## config.mk

```make
export PLATFORM = sky130hd
export DESIGN_NAME = flash_erase_ctrl
export DESIGN_NICKNAME = d
export VERILOG_FILES = /design/src/rtl/flash_erase_pkg.sv /design/src/rtl/flash_spi_frame.sv /design/src/rtl/flash_erase_seq.sv /design/src/rtl/flash_erase_ctrl.sv
export SDC_FILE = /design/constraint.sdc
export NUM_CORES = 1
export LEC_CHECK = 0
export ABC_CLOCK_PERIOD_IN_PS = 4100
export BUFFER_PORTS_ARGS = -buffer_cell sky130_fd_sc_hd__buf_2
export CAP_MARGIN = 10
export CORE_ASPECT_RATIO = 1.75
export CORE_MARGIN = 2
export CORE_UTILIZATION = 50
export DETAILED_ROUTE_END_ITERATION = 8
export PLACE_DENSITY_LB_ADDON = 0.08
export SYNTH_ARGS = -nofsm -noshare
export SYNTH_HDL_FRONTEND = slang
export SYNTH_HIERARCHICAL = 1
export SYNTH_SLANG_ARGS = --single-unit
export TNS_END_PERCENT = 20
```

## constraint.sdc

```tcl
create_clock -name clk -period 4.1 [get_ports clk]
set_input_delay 0.205 -clock clk [delete_from_list [all_inputs] [get_ports clk]]
set_output_delay 0.205 -clock clk [all_outputs]
set_load 0.03 [all_outputs]
```

## src/rtl/flash_erase_pkg.sv

```systemverilog
// Package: shared opcodes, erase-size codes and sequencer phases for the
// flash erase sequencer. Assumes a single-line SPI flash with standard
// command bytes and a 40-bit maximum outbound frame (opcode + 32-bit address).
package flash_erase_pkg;

    localparam int FRAME_W = 40;   // widest outbound payload in bits
    localparam int NBITS_W = 6;    // width of a frame bit count

    localparam logic [7:0] OP_WREN     = 8'h06;
    localparam logic [7:0] OP_RDSR     = 8'h05;
    localparam logic [7:0] OP_CHIP     = 8'hC7;
    localparam logic [7:0] OP_SECTOR   = 8'hD8;
    localparam logic [7:0] OP_SUBSECT  = 8'h20;

    localparam int ST_BUSY_BIT  = 0;   // write in progress
    localparam int ST_LATCH_BIT = 1;   // write enable latch

    typedef enum logic [1:0] {
        KIND_CHIP    = 2'd0,
        KIND_SECTOR  = 2'd1,
        KIND_SUBSECT = 2'd2,
        KIND_INVALID = 2'd3
    } erase_kind_t;

    typedef enum logic [1:0] {
        PH_WREN  = 2'd0,
        PH_CHECK = 2'd1,
        PH_ERASE = 2'd2,
        PH_POLL  = 2'd3
    } phase_t;

endpackage

```

## src/rtl/flash_spi_frame.sv

```systemverilog
// Module: flash_spi_frame
// Shifts one chip-select frame of NBITS clocks in SPI mode 0. The payload is
// left-aligned in tx_i; once the payload runs out, MOSI is 0. Every bit
// received on MISO is shifted into rx_o, so after a frame rx_o holds the
// last 8 bits read. Assumes req_i comes only while the engine is idle and
// that nbits_i is at least 1.
module flash_spi_frame
    import flash_erase_pkg::*;
#(
    parameter int HALF_DIV = 2
) (
    input  logic               clk,
    input  logic               rst_n,
    input  logic               req_i,
    input  logic [FRAME_W-1:0] tx_i,
    input  logic [NBITS_W-1:0] nbits_i,
    input  logic               miso_i,
    output logic               cs_n_o,
    output logic               sck_o,
    output logic               mosi_o,
    output logic               done_o,
    output logic [7:0]         rx_o
);
    localparam int DW = (HALF_DIV > 1) ? $clog2(HALF_DIV) : 1;

    logic               active;
    logic [FRAME_W-1:0] sreg;
    logic [NBITS_W-1:0] left;
    logic [DW-1:0]      div;

    // Frame engine: chip select, clock phases, bit shifting and MISO capture.
    always_ff @(posedge clk) begin
        if (!rst_n) begin
            active <= 1'b0;
            cs_n_o <= 1'b1;
            sck_o  <= 1'b0;
            mosi_o <= 1'b0;
            done_o <= 1'b0;
            rx_o   <= '0;
            sreg   <= '0;
            left   <= '0;
            div    <= '0;
        end else begin
            done_o <= 1'b0;
            if (!active) begin
                if (req_i) begin
                    active <= 1'b1;
                    cs_n_o <= 1'b0;
                    sck_o  <= 1'b0;
                    mosi_o <= tx_i[FRAME_W-1];
                    sreg   <= tx_i << 1;
                    left   <= nbits_i;
                    div    <= '0;
                end
            end else if (div == DW'(HALF_DIV - 1)) begin
                div <= '0;
                if (!sck_o) begin
                    sck_o <= 1'b1;
                    rx_o  <= {rx_o[6:0], miso_i};
                end else begin
                    sck_o <= 1'b0;
                    if (left == NBITS_W'(1)) begin
                        active <= 1'b0;
                        cs_n_o <= 1'b1;
                        mosi_o <= 1'b0;
                        done_o <= 1'b1;
                    end else begin
                        left   <= left - 1'b1;
                        mosi_o <= sreg[FRAME_W-1];
                        sreg   <= sreg << 1;
                    end
                end
            end else begin
                div <= div + 1'b1;
            end
        end
    end

endmodule

```

## src/rtl/flash_erase_seq.sv

```systemverilog
// Module: flash_erase_seq
// Command sequencer: write enable, latch check, erase, then status polling
// until the busy bit clears or the poll budget runs out. Holds chip select
// high for GAP_CYCLES between frames. Assumes GAP_CYCLES >= 1, MAX_POLLS >= 1.
module flash_erase_seq
    import flash_erase_pkg::*;
#(
    parameter int GAP_CYCLES = 4,
    parameter int MAX_POLLS  = 1024
) (
    input  logic               clk,
    input  logic               rst_n,
    input  logic               start_i,
    input  logic [1:0]         kind_i,
    input  logic [31:0]        addr_i,
    input  logic               addr4_i,
    input  logic               eng_done_i,
    input  logic [7:0]         eng_rx_i,
    output logic               req_o,
    output logic [FRAME_W-1:0] tx_o,
    output logic [NBITS_W-1:0] nbits_o,
    output logic               busy_o,
    output logic               done_o,
    output logic               err_o
);
    localparam int GW = (GAP_CYCLES > 1) ? $clog2(GAP_CYCLES) : 1;
    localparam int PW = (MAX_POLLS > 1) ? $clog2(MAX_POLLS) : 1;

    typedef enum logic [1:0] {ST_IDLE, ST_SHIFT, ST_GAP} state_t;

    state_t             state;
    phase_t             phase;
    erase_kind_t        kind_q;
    logic [31:0]        addr_q;
    logic               a4_q;
    logic [GW-1:0]      gap_cnt;
    logic [PW-1:0]      poll_cnt;
    logic [FRAME_W-1:0] frm_tx;
    logic [NBITS_W-1:0] frm_bits;
    logic [7:0]         erase_op;

    // Opcode for the latched erase size.
    always_comb begin
        case (kind_q)
            KIND_SECTOR:  erase_op = OP_SECTOR;
            KIND_SUBSECT: erase_op = OP_SUBSECT;
            default:      erase_op = OP_CHIP;
        endcase
    end

    // Payload and length of the frame belonging to the current phase.
    always_comb begin
        frm_tx   = {OP_RDSR, 32'h0};
        frm_bits = NBITS_W'(16);
        case (phase)
            PH_WREN: begin
                frm_tx   = {OP_WREN, 32'h0};
                frm_bits = NBITS_W'(8);
            end
            PH_ERASE: begin
                if (kind_q == KIND_CHIP) begin
                    frm_tx   = {OP_CHIP, 32'h0};
                    frm_bits = NBITS_W'(8);
                end else if (a4_q) begin
                    frm_tx   = {erase_op, addr_q};
                    frm_bits = NBITS_W'(40);
                end else begin
                    frm_tx   = {erase_op, addr_q[23:0], 8'h0};
                    frm_bits = NBITS_W'(32);
                end
            end
            default: ;
        endcase
    end

    // Sequencer: accepts a request, walks the phases and reports the result.
    always_ff @(posedge clk) begin
        if (!rst_n) begin
            state    <= ST_IDLE;
            phase    <= PH_WREN;
            kind_q   <= KIND_CHIP;
            addr_q   <= '0;
            a4_q     <= 1'b0;
            gap_cnt  <= '0;
            poll_cnt <= '0;
            req_o    <= 1'b0;
            tx_o     <= '0;
            nbits_o  <= '0;
            busy_o   <= 1'b0;
            done_o   <= 1'b0;
            err_o    <= 1'b0;
        end else begin
            req_o  <= 1'b0;
            done_o <= 1'b0;
            case (state)
                ST_IDLE: begin
                    if (start_i) begin
                        kind_q <= erase_kind_t'(kind_i);
                        addr_q <= addr_i;
                        a4_q   <= addr4_i;
                        if (erase_kind_t'(kind_i) == KIND_INVALID) begin
                            done_o <= 1'b1;
                            err_o  <= 1'b1;
                        end else begin
                            err_o   <= 1'b0;
                            busy_o  <= 1'b1;
                            phase   <= PH_WREN;
                            tx_o    <= {OP_WREN, 32'h0};
                            nbits_o <= NBITS_W'(8);
                            req_o   <= 1'b1;
                            state   <= ST_SHIFT;
                        end
                    end
                end
                ST_SHIFT: begin
                    if (eng_done_i) begin
                        gap_cnt <= '0;
                        state   <= ST_GAP;
                        case (phase)
                            PH_WREN: phase <= PH_CHECK;
                            PH_CHECK: begin
                                if (eng_rx_i[ST_LATCH_BIT]) begin
                                    phase <= PH_ERASE;
                                end else begin
                                    state  <= ST_IDLE;
                                    busy_o <= 1'b0;
                                    done_o <= 1'b1;
                                    err_o  <= 1'b1;
                                end
                            end
                            PH_ERASE: begin
                                phase    <= PH_POLL;
                                poll_cnt <= '0;
                            end
                            default: begin
                                if (!eng_rx_i[ST_BUSY_BIT] ||
                                    poll_cnt == PW'(MAX_POLLS - 1)) begin
                                    state  <= ST_IDLE;
                                    busy_o <= 1'b0;
                                    done_o <= 1'b1;
                                    err_o  <= eng_rx_i[ST_BUSY_BIT];
                                end else begin
                                    poll_cnt <= poll_cnt + 1'b1;
                                end
                            end
                        endcase
                    end
                end
                default: begin
                    if (gap_cnt == GW'(GAP_CYCLES - 1)) begin
                        req_o   <= 1'b1;
                        tx_o    <= frm_tx;
                        nbits_o <= frm_bits;
                        state   <= ST_SHIFT;
                    end else begin
                        gap_cnt <= gap_cnt + 1'b1;
                    end
                end
            endcase
        end
    end

endmodule

```

## src/rtl/flash_erase_ctrl.sv

```systemverilog
// Module: flash_erase_ctrl (top)
// Serial flash erase sequencer: joins the command sequencer to the SPI frame
// engine. Assumes a flash that answers the status-read command with one
// status byte (bit 0 busy, bit 1 write-enable latch).
module flash_erase_ctrl
    import flash_erase_pkg::*;
#(
    parameter int HALF_DIV   = 2,
    parameter int GAP_CYCLES = 4,
    parameter int MAX_POLLS  = 1024
) (
    input  logic        clk,
    input  logic        rst_n,
    input  logic        start_i,
    input  logic [1:0]  erase_kind_i,
    input  logic [31:0] addr_i,
    input  logic        addr4_i,
    output logic        busy_o,
    output logic        done_o,
    output logic        err_o,
    output logic        spi_cs_n_o,
    output logic        spi_sck_o,
    output logic        spi_mosi_o,
    input  logic        spi_miso_i
);
    logic               req;
    logic [FRAME_W-1:0] tx;
    logic [NBITS_W-1:0] nbits;
    logic               eng_done;
    logic [7:0]         eng_rx;

    flash_erase_seq #(
        .GAP_CYCLES (GAP_CYCLES),
        .MAX_POLLS  (MAX_POLLS)
    ) u_seq (
        .clk        (clk),
        .rst_n      (rst_n),
        .start_i    (start_i),
        .kind_i     (erase_kind_i),
        .addr_i     (addr_i),
        .addr4_i    (addr4_i),
        .eng_done_i (eng_done),
        .eng_rx_i   (eng_rx),
        .req_o      (req),
        .tx_o       (tx),
        .nbits_o    (nbits),
        .busy_o     (busy_o),
        .done_o     (done_o),
        .err_o      (err_o)
    );

    flash_spi_frame #(
        .HALF_DIV (HALF_DIV)
    ) u_frame (
        .clk     (clk),
        .rst_n   (rst_n),
        .req_i   (req),
        .tx_i    (tx),
        .nbits_i (nbits),
        .miso_i  (spi_miso_i),
        .cs_n_o  (spi_cs_n_o),
        .sck_o   (spi_sck_o),
        .mosi_o  (spi_mosi_o),
        .done_o  (eng_done),
        .rx_o    (eng_rx)
    );

endmodule

```

==> results_dict.tcl <==
set metrics [dict create \
    leakagePower_uw 0.00287 \
    dpl.hpwl_um 11000 \
    ir_worst_vdd_mv 0.242 \
    place.gp.congestion 0.791 \
    cts_hold_buf 0 \
    cp-start-kind "register" \
    p_comb_share_pct 9.9 \
    timing.final.crit_share_pct 66.6 \
    critPathMaxFanout 43 \
    cts_tree "built" \
    grt_setup_unrepaired "false" \
    clock_skew_ns 0.00965 \
    r2r_cells 7 \
    pin_count 45 \
    portBuffers 44 \
    wire_per_inst_um 17.6 \
    dr.pass1.iters 5 \
    max_freq_ghz 0.366 \
    worstPathArrival_ns 3.03 \
    fin_crit_ns 2.73 \
    diodes 0 \
    cts_made_buffers 17 \
    cp-end-kind "register" \
    fill_cells 1278 \
    grt_pass1_wl_um 27400 \
    maxSlewHeadroom_pct 39.9 \
    clockBufferDepth 2 \
    grt_antenna_before_repair 0 \
    final_nets 803 \
    seqPwrFrac_pct 45.3 \
    powerDensity_nw_per_um2 427 \
    overflow 0 \
    tightestPinTransition_ns 0.902 \
    switchingPower_uw 930 \
    initial_core_util_pct 50.8 \
    fp-row-count 58 \
    drive_above_1_share_pct 21.3 \
    ctsResizeCount 0 \
    status "finished, final reports clean" \
    final-seq-area_um2 2980 \
    mostFrequentLayoutCells "dfxtp_1 (148), nand2_1 (93), buf_2 (43)" \
    synthesis.area_um2 7270 \
    core_area_um2 14300 \
    p_clk_share_pct 44.9 \
    cap_violations 0 \
    path_class "register to register" \
    post_drt_via_cell_ratio 5.73 \
    fin_util_pct 56.3 \
    p_sw_share_pct 27.1 \
    grt_max_degree 76 \
    p_int_uw 2510 \
    ant_nets 0 \
    cts-root-buf "clkbuf_16" \
    syn_area_per_cell_um2 9.89 \
    min_path_cells 3 \
    hold_path_class "input port to register" \
    die_w_um 95.1 \
    postSynthCellCount 735 \
    required_ns 4.40 \
    hold_violations 0 \
    slew_viol_final 0 \
    die_area_um2 15600 \
    grt_util_all_layers_pct 22.5 \
    via_count 5413 \
    drtIter0Drc 385 \
    fin_tns_setup_ns 0 \
    worstSkewPairLatency_ns 0.43 \
    die_y_um 163 \
    drcViolationCount 0 \
    final_common_cell "dfxtp_1" \
    area_delta_synth_final_pct 10.8 \
    routed_wl_um 16700 \
    clk_pin_slew_ns 0.07 \
    grt_pass1_vias 5478 \
    multi_input_area_um2 3900 \
    cts_htree_levels 4 \
    setup_viol_count_final 0 \
    postCtsSetupRepairBufs 0 \
    cts_sinks 149 \
    yosysWarningCount 6 \
]
## area by class of cell
cell class	count	area share [%]
Clock buffer	17	5.28
Tap cell	180	2.80
Clock inverter	15	2.02
Sequential cell	149	37.1
Multi-Input combinational cell	517	48.5
Inverter	12	0.560
Timing Repair Buffer	55	3.79
## state kept, by name (all words and copies together) (netlist names), 2 cells and up
name,cells
u_seq/addr_q,32
u_frame/left,6
u_frame/rx_o,2
u_seq/state,2
u_seq/kind_q,2
u_frame/sreg,39
u_seq/tx_o,38
u_seq/phase,2
u_seq/nbits_o,3
u_seq/poll_cnt,10
u_seq/gap_cnt,2
## worst max-delay path: stages (launching register included)
cell     delay, ns
dfxtp_1       0.39
inv_1         0.08
ha_1          0.25
a31oi_4       0.15
buf_4         0.45
or2_4         0.81
buf_4         0.37
a21oi_4       0.07
## routing by layer
layer  vias up  track usage [%]  share of wire, %
li1       2654                -                 -
met1      2639             27.1                43
met2        97             39.9                53
met3        23             3.51               2.6
met4         0             7.31               1.7
met5         -                0                 0
## path summary, 6_finish.rpt
path | to | start | slack, ns
hold reg to reg | u_frame/cs_n_o$_SDFFE_PN1P_ | u_frame/cs_n_o$_SDFFE_PN1P_ | 0.45
setup / recovery | u_frame/sreg[15]$_SDFFE_PN0P_ | u_frame/left[1]$_SDFFE_PN0P_ | 1.37
setup reg to reg | u_frame/sreg[15]$_SDFFE_PN0P_ | u_frame/left[1]$_SDFFE_PN0P_ | 1.37
hold / removal | u_frame/rx_o[0]$_SDFFE_PN0P_ | spi_miso_i | 0.02
## metrics by stage
step                instances  hold slack (ns)  cell area [µm²]  power [µW]  worst slack, ns
finish                    945           0.0196             8050        3440             1.37
global route              945           0.0224             8050        3570             1.22
CTS                       945           0.0135             8050        3470             1.36
detailed placement        913            0.440             7460        1930             1.36
global placement          913            0.430             7460        1920             1.44
floorplan                 737            0.341             7270        1850             2.36
## power groups by stage
stage	clock network (µW)	logic (µW)	registers, µW
4_1_cts	1570	342	1560
6_report	1540	339	1560
5_1_grt	1630	372	1560
3_5_place_dp	0	341	1590
2_1_floorplan	0	274	1570
3_3_place_gp	0	334	1590
Power figures use the tool's default switching activity.
